===== src/rtl/simeck_ser_pkg.sv =====
// Shared types and fixed rotation amounts of the serial cipher.
// Assumes the word width exceeds the larger rotation amount.
package simeck_ser_pkg;

    typedef enum logic [1:0] {
        PH_IDLE = 2'd0,
        PH_LOAD = 2'd1,
        PH_RUN  = 2'd2,
        PH_OUT  = 2'd3
    } phase_t;

    localparam int ROT_AND = 5;
    localparam int ROT_XOR = 1;

endpackage


===== src/rtl/simeck_ser_slice.sv =====
// One-bit slice of f(x) = (x & rotl(x,RA)) ^ rotl(x,RX), plus the two XOR terms.
// "cur" is the word being rewritten and "nxt" is the register that receives its
// shifted-out bits. A rotated bit lives at position N-r of cur during the first
// r clocks of a round, and at position N-r of nxt after that.
module simeck_ser_slice (
    input  logic cur_lo,
    input  logic cur_ra,
    input  logic cur_rx,
    input  logic nxt_lo,
    input  logic nxt_ra,
    input  logic nxt_rx,
    input  logic sel_ra,
    input  logic sel_rx,
    input  logic inj,
    output logic nbit
);

    logic tap_ra;
    logic tap_rx;

    // wrap-around selection for each rotation amount
    always_comb begin
        tap_ra = sel_ra ? cur_ra : nxt_ra;
        tap_rx = sel_rx ? cur_rx : nxt_rx;
    end

    // new bit of the updated word
    assign nbit = (cur_lo & tap_ra) ^ tap_rx ^ nxt_lo ^ inj;

endmodule


===== src/rtl/simeck_ser_lfsr.sv =====
// Fibonacci LFSR that supplies one round-constant bit per round.
// Output is st[0]; the recurrence is s(i+LW) = s(i+TAP) ^ s(i). Reloads to all ones.
module simeck_ser_lfsr #(
    parameter int LW  = 5,
    parameter int TAP = 2
) (
    input  logic clk,
    input  logic rst_n,
    input  logic init,
    input  logic step,
    output logic zbit
);

    logic [LW-1:0] st;

    // hold, reload or advance the sequence register
    always_ff @(posedge clk) begin
        if (!rst_n || init) st <= '1;
        else if (step)      st <= {st[TAP] ^ st[0], st[LW-1:1]};
    end

    assign zbit = st[0];

endmodule


===== src/rtl/simeck_ser_ctrl.sv =====
// Phase sequencer: bit counter modulo N plus a segment counter that counts words
// while loading, rounds while running, and words while unloading.
// Assumes start is a level that is sampled only while idle.
module simeck_ser_ctrl
    import simeck_ser_pkg::*;
#(
    parameter int N      = 16,
    parameter int ROUNDS = 32,
    parameter int KW     = 4
) (
    input  logic                 clk,
    input  logic                 rst_n,
    input  logic                 start,
    output phase_t               phase,
    output logic [$clog2(N)-1:0] bit_idx,
    output logic                 load_pt,
    output logic                 sel_ra,
    output logic                 sel_rx,
    output logic                 lfsr_init,
    output logic                 lfsr_step,
    output logic                 done
);

    localparam int BW    = $clog2(N);
    localparam int SEGS  = (ROUNDS > KW) ? ROUNDS : KW;
    localparam int SEG_W = $clog2(SEGS);

    logic [SEG_W-1:0] seg;
    logic             bit_last;
    logic             seg_last;

    // end-of-word and end-of-phase detection
    always_comb begin
        bit_last = (bit_idx == BW'(N - 1));
        case (phase)
            PH_LOAD: seg_last = (seg == SEG_W'(KW - 1));
            PH_RUN:  seg_last = (seg == SEG_W'(ROUNDS - 1));
            PH_OUT:  seg_last = (seg == SEG_W'(1));
            default: seg_last = 1'b0;
        endcase
    end

    // phase, bit and segment counters
    always_ff @(posedge clk) begin
        if (!rst_n) begin
            phase   <= PH_IDLE;
            bit_idx <= '0;
            seg     <= '0;
        end else if (phase == PH_IDLE) begin
            bit_idx <= '0;
            seg     <= '0;
            if (start) phase <= PH_LOAD;
        end else if (bit_last) begin
            bit_idx <= '0;
            if (seg_last) begin
                seg   <= '0;
                phase <= (phase == PH_LOAD) ? PH_RUN :
                         (phase == PH_RUN)  ? PH_OUT : PH_IDLE;
            end else begin
                seg <= seg + 1'b1;
            end
        end else begin
            bit_idx <= bit_idx + 1'b1;
        end
    end

    // decoded controls for the datapath
    always_comb begin
        load_pt   = (phase == PH_LOAD) && (seg < SEG_W'(2));
        sel_ra    = (bit_idx < BW'(ROT_AND));
        sel_rx    = (bit_idx < BW'(ROT_XOR));
        lfsr_init = (phase == PH_IDLE) && start;
        lfsr_step = (phase == PH_RUN) && bit_last;
        done      = (phase == PH_OUT) && (seg == '0) && (bit_idx == '0);
    end

endmodule


===== src/rtl/simeck_ser_top.sv =====
// Bit-serial encryptor of the rotate-AND-XOR Feistel cipher.
// Block words a (left) and b (right) and key words kw[0..KW-1] are right-shifting
// registers: the LSB is consumed, and the new bit enters at the MSB.
// Assumes WORD > 5 and a 64-entry-or-smaller round count.
module simeck_ser_top
    import simeck_ser_pkg::*;
#(
    parameter int WORD      = 16,
    parameter int ROUNDS    = 32,
    parameter int KEY_WORDS = 4,
    parameter int LFSR_W    = 5,
    parameter int LFSR_TAP  = 2
) (
    input  logic clk,
    input  logic rst_n,
    input  logic start,
    input  logic pt_in,
    input  logic key_in,
    output logic busy,
    output logic ct_out,
    output logic ct_valid,
    output logic done
);

    localparam int N  = WORD;
    localparam int BW = $clog2(N);

    phase_t                     phase;
    logic [BW-1:0]              bit_idx;
    logic                       load_pt, sel_ra, sel_rx, lfsr_init, lfsr_step;
    logic                       zbit, cbit, rbit, kbit;
    logic [N-1:0]               a, b;
    logic [KEY_WORDS-1:0][N-1:0] kw;
    logic                       blk_shift, key_shift;

    simeck_ser_ctrl #(.N(N), .ROUNDS(ROUNDS), .KW(KEY_WORDS)) u_ctrl (
        .clk(clk), .rst_n(rst_n), .start(start), .phase(phase), .bit_idx(bit_idx),
        .load_pt(load_pt), .sel_ra(sel_ra), .sel_rx(sel_rx),
        .lfsr_init(lfsr_init), .lfsr_step(lfsr_step), .done(done)
    );

    simeck_ser_lfsr #(.LW(LFSR_W), .TAP(LFSR_TAP)) u_lfsr (
        .clk(clk), .rst_n(rst_n), .init(lfsr_init), .step(lfsr_step), .zbit(zbit)
    );

    // round constant bit: z at bit 0, zero at bit 1, one elsewhere
    always_comb begin
        if (bit_idx == '0)              cbit = zbit;
        else if (bit_idx == BW'(1))     cbit = 1'b0;
        else                            cbit = 1'b1;
    end

    simeck_ser_slice u_round (
        .cur_lo(a[0]), .cur_ra(a[N-ROT_AND]), .cur_rx(a[N-ROT_XOR]),
        .nxt_lo(b[0]), .nxt_ra(b[N-ROT_AND]), .nxt_rx(b[N-ROT_XOR]),
        .sel_ra(sel_ra), .sel_rx(sel_rx), .inj(kw[0][0]), .nbit(rbit)
    );

    simeck_ser_slice u_keysched (
        .cur_lo(kw[1][0]), .cur_ra(kw[1][N-ROT_AND]), .cur_rx(kw[1][N-ROT_XOR]),
        .nxt_lo(kw[0][0]), .nxt_ra(kw[0][N-ROT_AND]), .nxt_rx(kw[0][N-ROT_XOR]),
        .sel_ra(sel_ra), .sel_rx(sel_rx), .inj(cbit), .nbit(kbit)
    );

    // shift enables per phase
    always_comb begin
        blk_shift = load_pt || (phase == PH_RUN) || (phase == PH_OUT);
        key_shift = (phase == PH_LOAD) || (phase == PH_RUN);
    end

    // block word registers: a takes input or round bit, b takes a's LSB
    always_ff @(posedge clk) begin
        if (!rst_n) begin
            a <= '0;
            b <= '0;
        end else if (blk_shift) begin
            a <= {(phase == PH_LOAD) ? pt_in : ((phase == PH_RUN) ? rbit : 1'b0), a[N-1:1]};
            b <= {a[0], b[N-1:1]};
        end
    end

    // key word chain: top word takes input or schedule bit, each lower word the one above
    always_ff @(posedge clk) begin
        if (!rst_n) begin
            kw <= '0;
        end else if (key_shift) begin
            for (int i = 0; i < KEY_WORDS; i++) begin
                if (i == KEY_WORDS - 1)
                    kw[i] <= {(phase == PH_LOAD) ? key_in : kbit, kw[i][N-1:1]};
                else
                    kw[i] <= {kw[i+1][0], kw[i][N-1:1]};
            end
        end
    end

    assign busy     = (phase != PH_IDLE);
    assign ct_valid = (phase == PH_OUT);
    assign ct_out   = b[0];

endmodule


===== config.mk =====
export PLATFORM = sky130hd
export DESIGN_NAME = simeck_ser_top
export DESIGN_NICKNAME = d
export VERILOG_FILES = /design/src/rtl/simeck_ser_pkg.sv /design/src/rtl/simeck_ser_slice.sv /design/src/rtl/simeck_ser_lfsr.sv /design/src/rtl/simeck_ser_ctrl.sv /design/src/rtl/simeck_ser_top.sv
export SDC_FILE = /design/constraint.sdc
export NUM_CORES = 1
export LEC_CHECK = 0
export BUFFER_PORTS_ARGS = -buffer_cell sky130_fd_sc_hd__buf_2
export CAP_MARGIN = 5
export CORE_ASPECT_RATIO = 2
export CORE_MARGIN = 5
export CORE_UTILIZATION = 35
export DETAILED_ROUTE_END_ITERATION = 6
export PLACE_DENSITY = 0.53
export SETUP_SLACK_MARGIN = 0.02
export SYNTH_ARGS = -nofsm -noshare
export SYNTH_HDL_FRONTEND = slang
export SYNTH_SLANG_ARGS = --single-unit
export TNS_END_PERCENT = 5

===== constraint.sdc =====
create_clock -name clk -period 3.9 [get_ports clk]
set_input_delay 0.39 -clock clk [delete_from_list [all_inputs] [get_ports clk]]
set_output_delay 0.39 -clock clk [all_outputs]
set_load 0.02 [all_outputs]

==> flow_summary.yaml <==
min_path:
  hp-class: "in2reg"
  worstHoldEndpoint: "a[15]"
  hold_path.startpoint: "rst_n"
  timing.hold.worst_path_depth: 3
cts:
  clkTransAtPathRegs_ns: 0.07
  clock_sink_count: 112
  hold_buffers: 0
  cts.repair_timing.setup_buffer_count: 0
  clk_latency_ns: 0.35
  cts_tree: "yes"
  cts_buffers: 9
  maximum_level_of_the_cts_h_tree: 3
  post_cts_resized: 0
  cts-root-to-sink-buffers: 2
  cts-root-buf: "clkbuf_16"
timing:
  final.period_utilization: 0.534
  fin_crit_ns: 2.08
  finalHoldViolCount: 0
  rsz0062_at_grt: "no"
  final-setup-viol-count: 0
  post-route-worst-setup-slack_ns: 1.82
  worstMarginPinSlew_ns: 1.04
  fmax_mhz: 480
  tns_ns: 0
  timing.slew.headroom: 0.308
  timing.clock.skew_ns: 0.00847
  slew_violations: 0
setup_path:
  rr_startpoint: "u_ctrl.phase[0]"
  worst-r2r-setup-slack_ns: 1.82
  timing.critical_path.cells: "inv_1 -> ha_1 -> and4_1 -> o2111ai_1 -> o21ai_0 -> mux2i_1 -> nor2_1"
  critical_path_required_ns: 4.10
  worstRegToRegCells: 7
  regToRegEndpoint: "u_ctrl.phase[1]"
  critical_path.endpoint_type: "flip-flop"
  path_max_fanout: 11
  cp-start-kind: "flip-flop"
  timing.setup.critical_path_class: "reg2reg"
  worst_ep_arrival_time_ns: 2.28
  slowest_stage: "ha_1"
  timing.critical_path.slowest_cell_delay_ns: 0.47
synthesis:
  yosys.area_share.adder: 0.0315
  xor_xnor_cell_area_share_of_the_yosys_netlist: 0.0309
  synth_area_in_compound_gates: 0.0653
  synth_commonest_cells: "dfxtp_1 (112), nand2_1 (77), nor2_1 (74)"
  postSynth.topFlopCell: "dfxtp_1"
  synth_async_sr_flop_share: 0
  synth.most_common_cell: "dfxtp_1"
  post_synth_and_or_nand_nor_area_fraction: 0.172
  yosysSeqAreaShare: 0.513
  combinational_family_with_the_most_area_after_synthesis: "simple AND/OR/NAND/NOR gates"
  synth_area_leaders: "dfxtp_1 (51%), mux2i_1 (15%), nand2_1 (6.6%)"
  synth_top_cell_area_share: 0.513
  synth.distinct_cells: 40
  synthesis.instances: 465
  synth_mux_area_frac: 0.151
  synth.cell_area_um2: 4370
  synth.largest_area_cell: "dfxtp_1"
  synth_edf_count: 0
  synth_area_per_cell_um2: 9.40
  ys_seq_elements: 112
  postSynthNetCount: 481
  ys.warnings.count: 0
placement:
  place_hpwl_um: 4820
  io_buffer_count: 8
  placed_cells_incl_taps: 597
  gp_routability_congestion: 0.787
  minimum_setup_slack_after_placement_ns: 1.81
grt:
  grt_start_max_net_pins: 68
  grtUsageTotal: 0.104
  grtUsageMet3: 0.0249
  first_global_vias: 2733
  grt_antenna_before_repair: 0
  met2_capacity_usage_during_global_routing: 0.173
  grt-busiest-layer: "met2"
  final_global_route_overflow_total: 0
  grt_first_pass_wirelength_um: 12400
  grt.met1_usage: 0.119
flow_run:
  drv.max_cap_violation_count: 0
detailed_routing:
  vias_per_cell: 4.77
  post_drt_wl_per_cell_um: 11.9
  route.detailed.drc: 0
  number_of_nets_with_antenna_violations_after_detailed_routing: 0
  first_pass_iters: 4
  vias: 2927
  aggregate_routed_wire_length_um: 7290
  drtIter0Drc: 108
final_layout:
  multi_input_area_um2: 1990
  storage_cell_area_um2: 2240
  layout.filler_cells: 1231
  cell_count_final_fillers_out: 613
  final_net_count: 477
  post_route_cells_drive_above_1_share: 0.0794
  synthToLayoutAreaGrowth_pct: 10.0
  utilization: 0.394
  antennaDiodeCount: 0
floorplanning:
  die_boundary_width_um: 89.0
  core_region_area_um2: 12200
  die_area_um2: 15000
  rows: 57
  design.portCount: 9
  die_h_um: 168
  initial_utilization: 0.358
power:
  leakage_uw: 0.00183
  power_density_over_cell_area_nw_per_um2: 472
  peakVddDrop_v: 0.000281
  total_power_uw: 2270
outcome:
  status: "complete, no violations"
kinds of logic (layout without fill, tap and decap cells):
logic type | Yosys count | after routing
simple gates | 181 | 181
flops | 112 | 112
mux | 66 | 66
compound gates | 47 | 47
buf+inv | 35 | 36
xor+xnor | 13 | 13
fa+ha+maj | 11 | 11
state kept, by name, summed over array words and instances, names as in the netlist:
| name | flops |
|---|---|
| a | 16 |
| b | 16 |
| kw | 64 |
| u_ctrl.bit_idx | 4 |
| u_ctrl.phase | 2 |
| u_ctrl.seg | 5 |
| u_lfsr.st | 5 |
layout make-up:
type                       count  share of cell area
clock buffer                  10              0.0476
clock inverter                 6              0.0120
inverter                       8             0.00625
multi-input combinational    318               0.415
sequential                   112               0.466
tap                          147              0.0383
timing repair buffer          12              0.0146
report_power, final:
group	internal, µW	switching [µW]
Sequential	1150	7.11
Combinational	90.9	141
Clock	450	432
routing by layer:
layer | part of all wire | vias up
met1 | 0.43 | 1357
met4 | 0.029 | 0
met2 | 0.51 | 27
met3 | 0.027 | 13
li1 | - | 1530
met5 | 0 | -
worst max path at each step:
stage	slack [ns]	endpoint	start
4_1_cts	1.80	u_ctrl.phase[1]	u_ctrl.phase[0]
3_3_place_gp	1.87	kw[63]	u_ctrl.phase[0]
5_1_grt	1.62	u_ctrl.phase[1]	u_ctrl.phase[0]
2_1_floorplan	2.11	u_ctrl.phase[1]	u_ctrl.phase[0]
6_report	1.82	u_ctrl.phase[1]	u_ctrl.phase[0]
3_5_place_dp	1.81	u_ctrl.phase[1]	u_ctrl.phase[0]
critical path, delay by kind of cell, from the launching register on:
family          cells  cell delay (ns)
buf+inv             1             0.13
compound gates      2             0.45
mux                 1             0.23
flops               1             0.35
fa+ha+maj           1             0.47
simple gates        2             0.32
stage by stage:
stage / cell area [µm²] / hold WS [ns]
finish: 4810 / 0.358
global route: 4810 / 0.363
CTS: 4810 / 0.349
detailed placement: 4520 / 0.445
global placement: 4520 / 0.438
floorplan: 4370 / 0.432
placed cells by master (no fill, tap or decap), types with 3 or more instances in the layout:
cell type,count
xor2_1,5
buf_2,8
a21oi_1,34
xnor2_1,6
mux2i_1,66
dfxtp_1,112
inv_1,7
ha_1,10
nand2_1,77
nand3_1,11
buf_4,4
nor3_1,3
nor2_1,74
clkbuf_16,9
nor2b_1,3
and3_1,4
No activity file was read; power rests on OpenSTA's default activity.
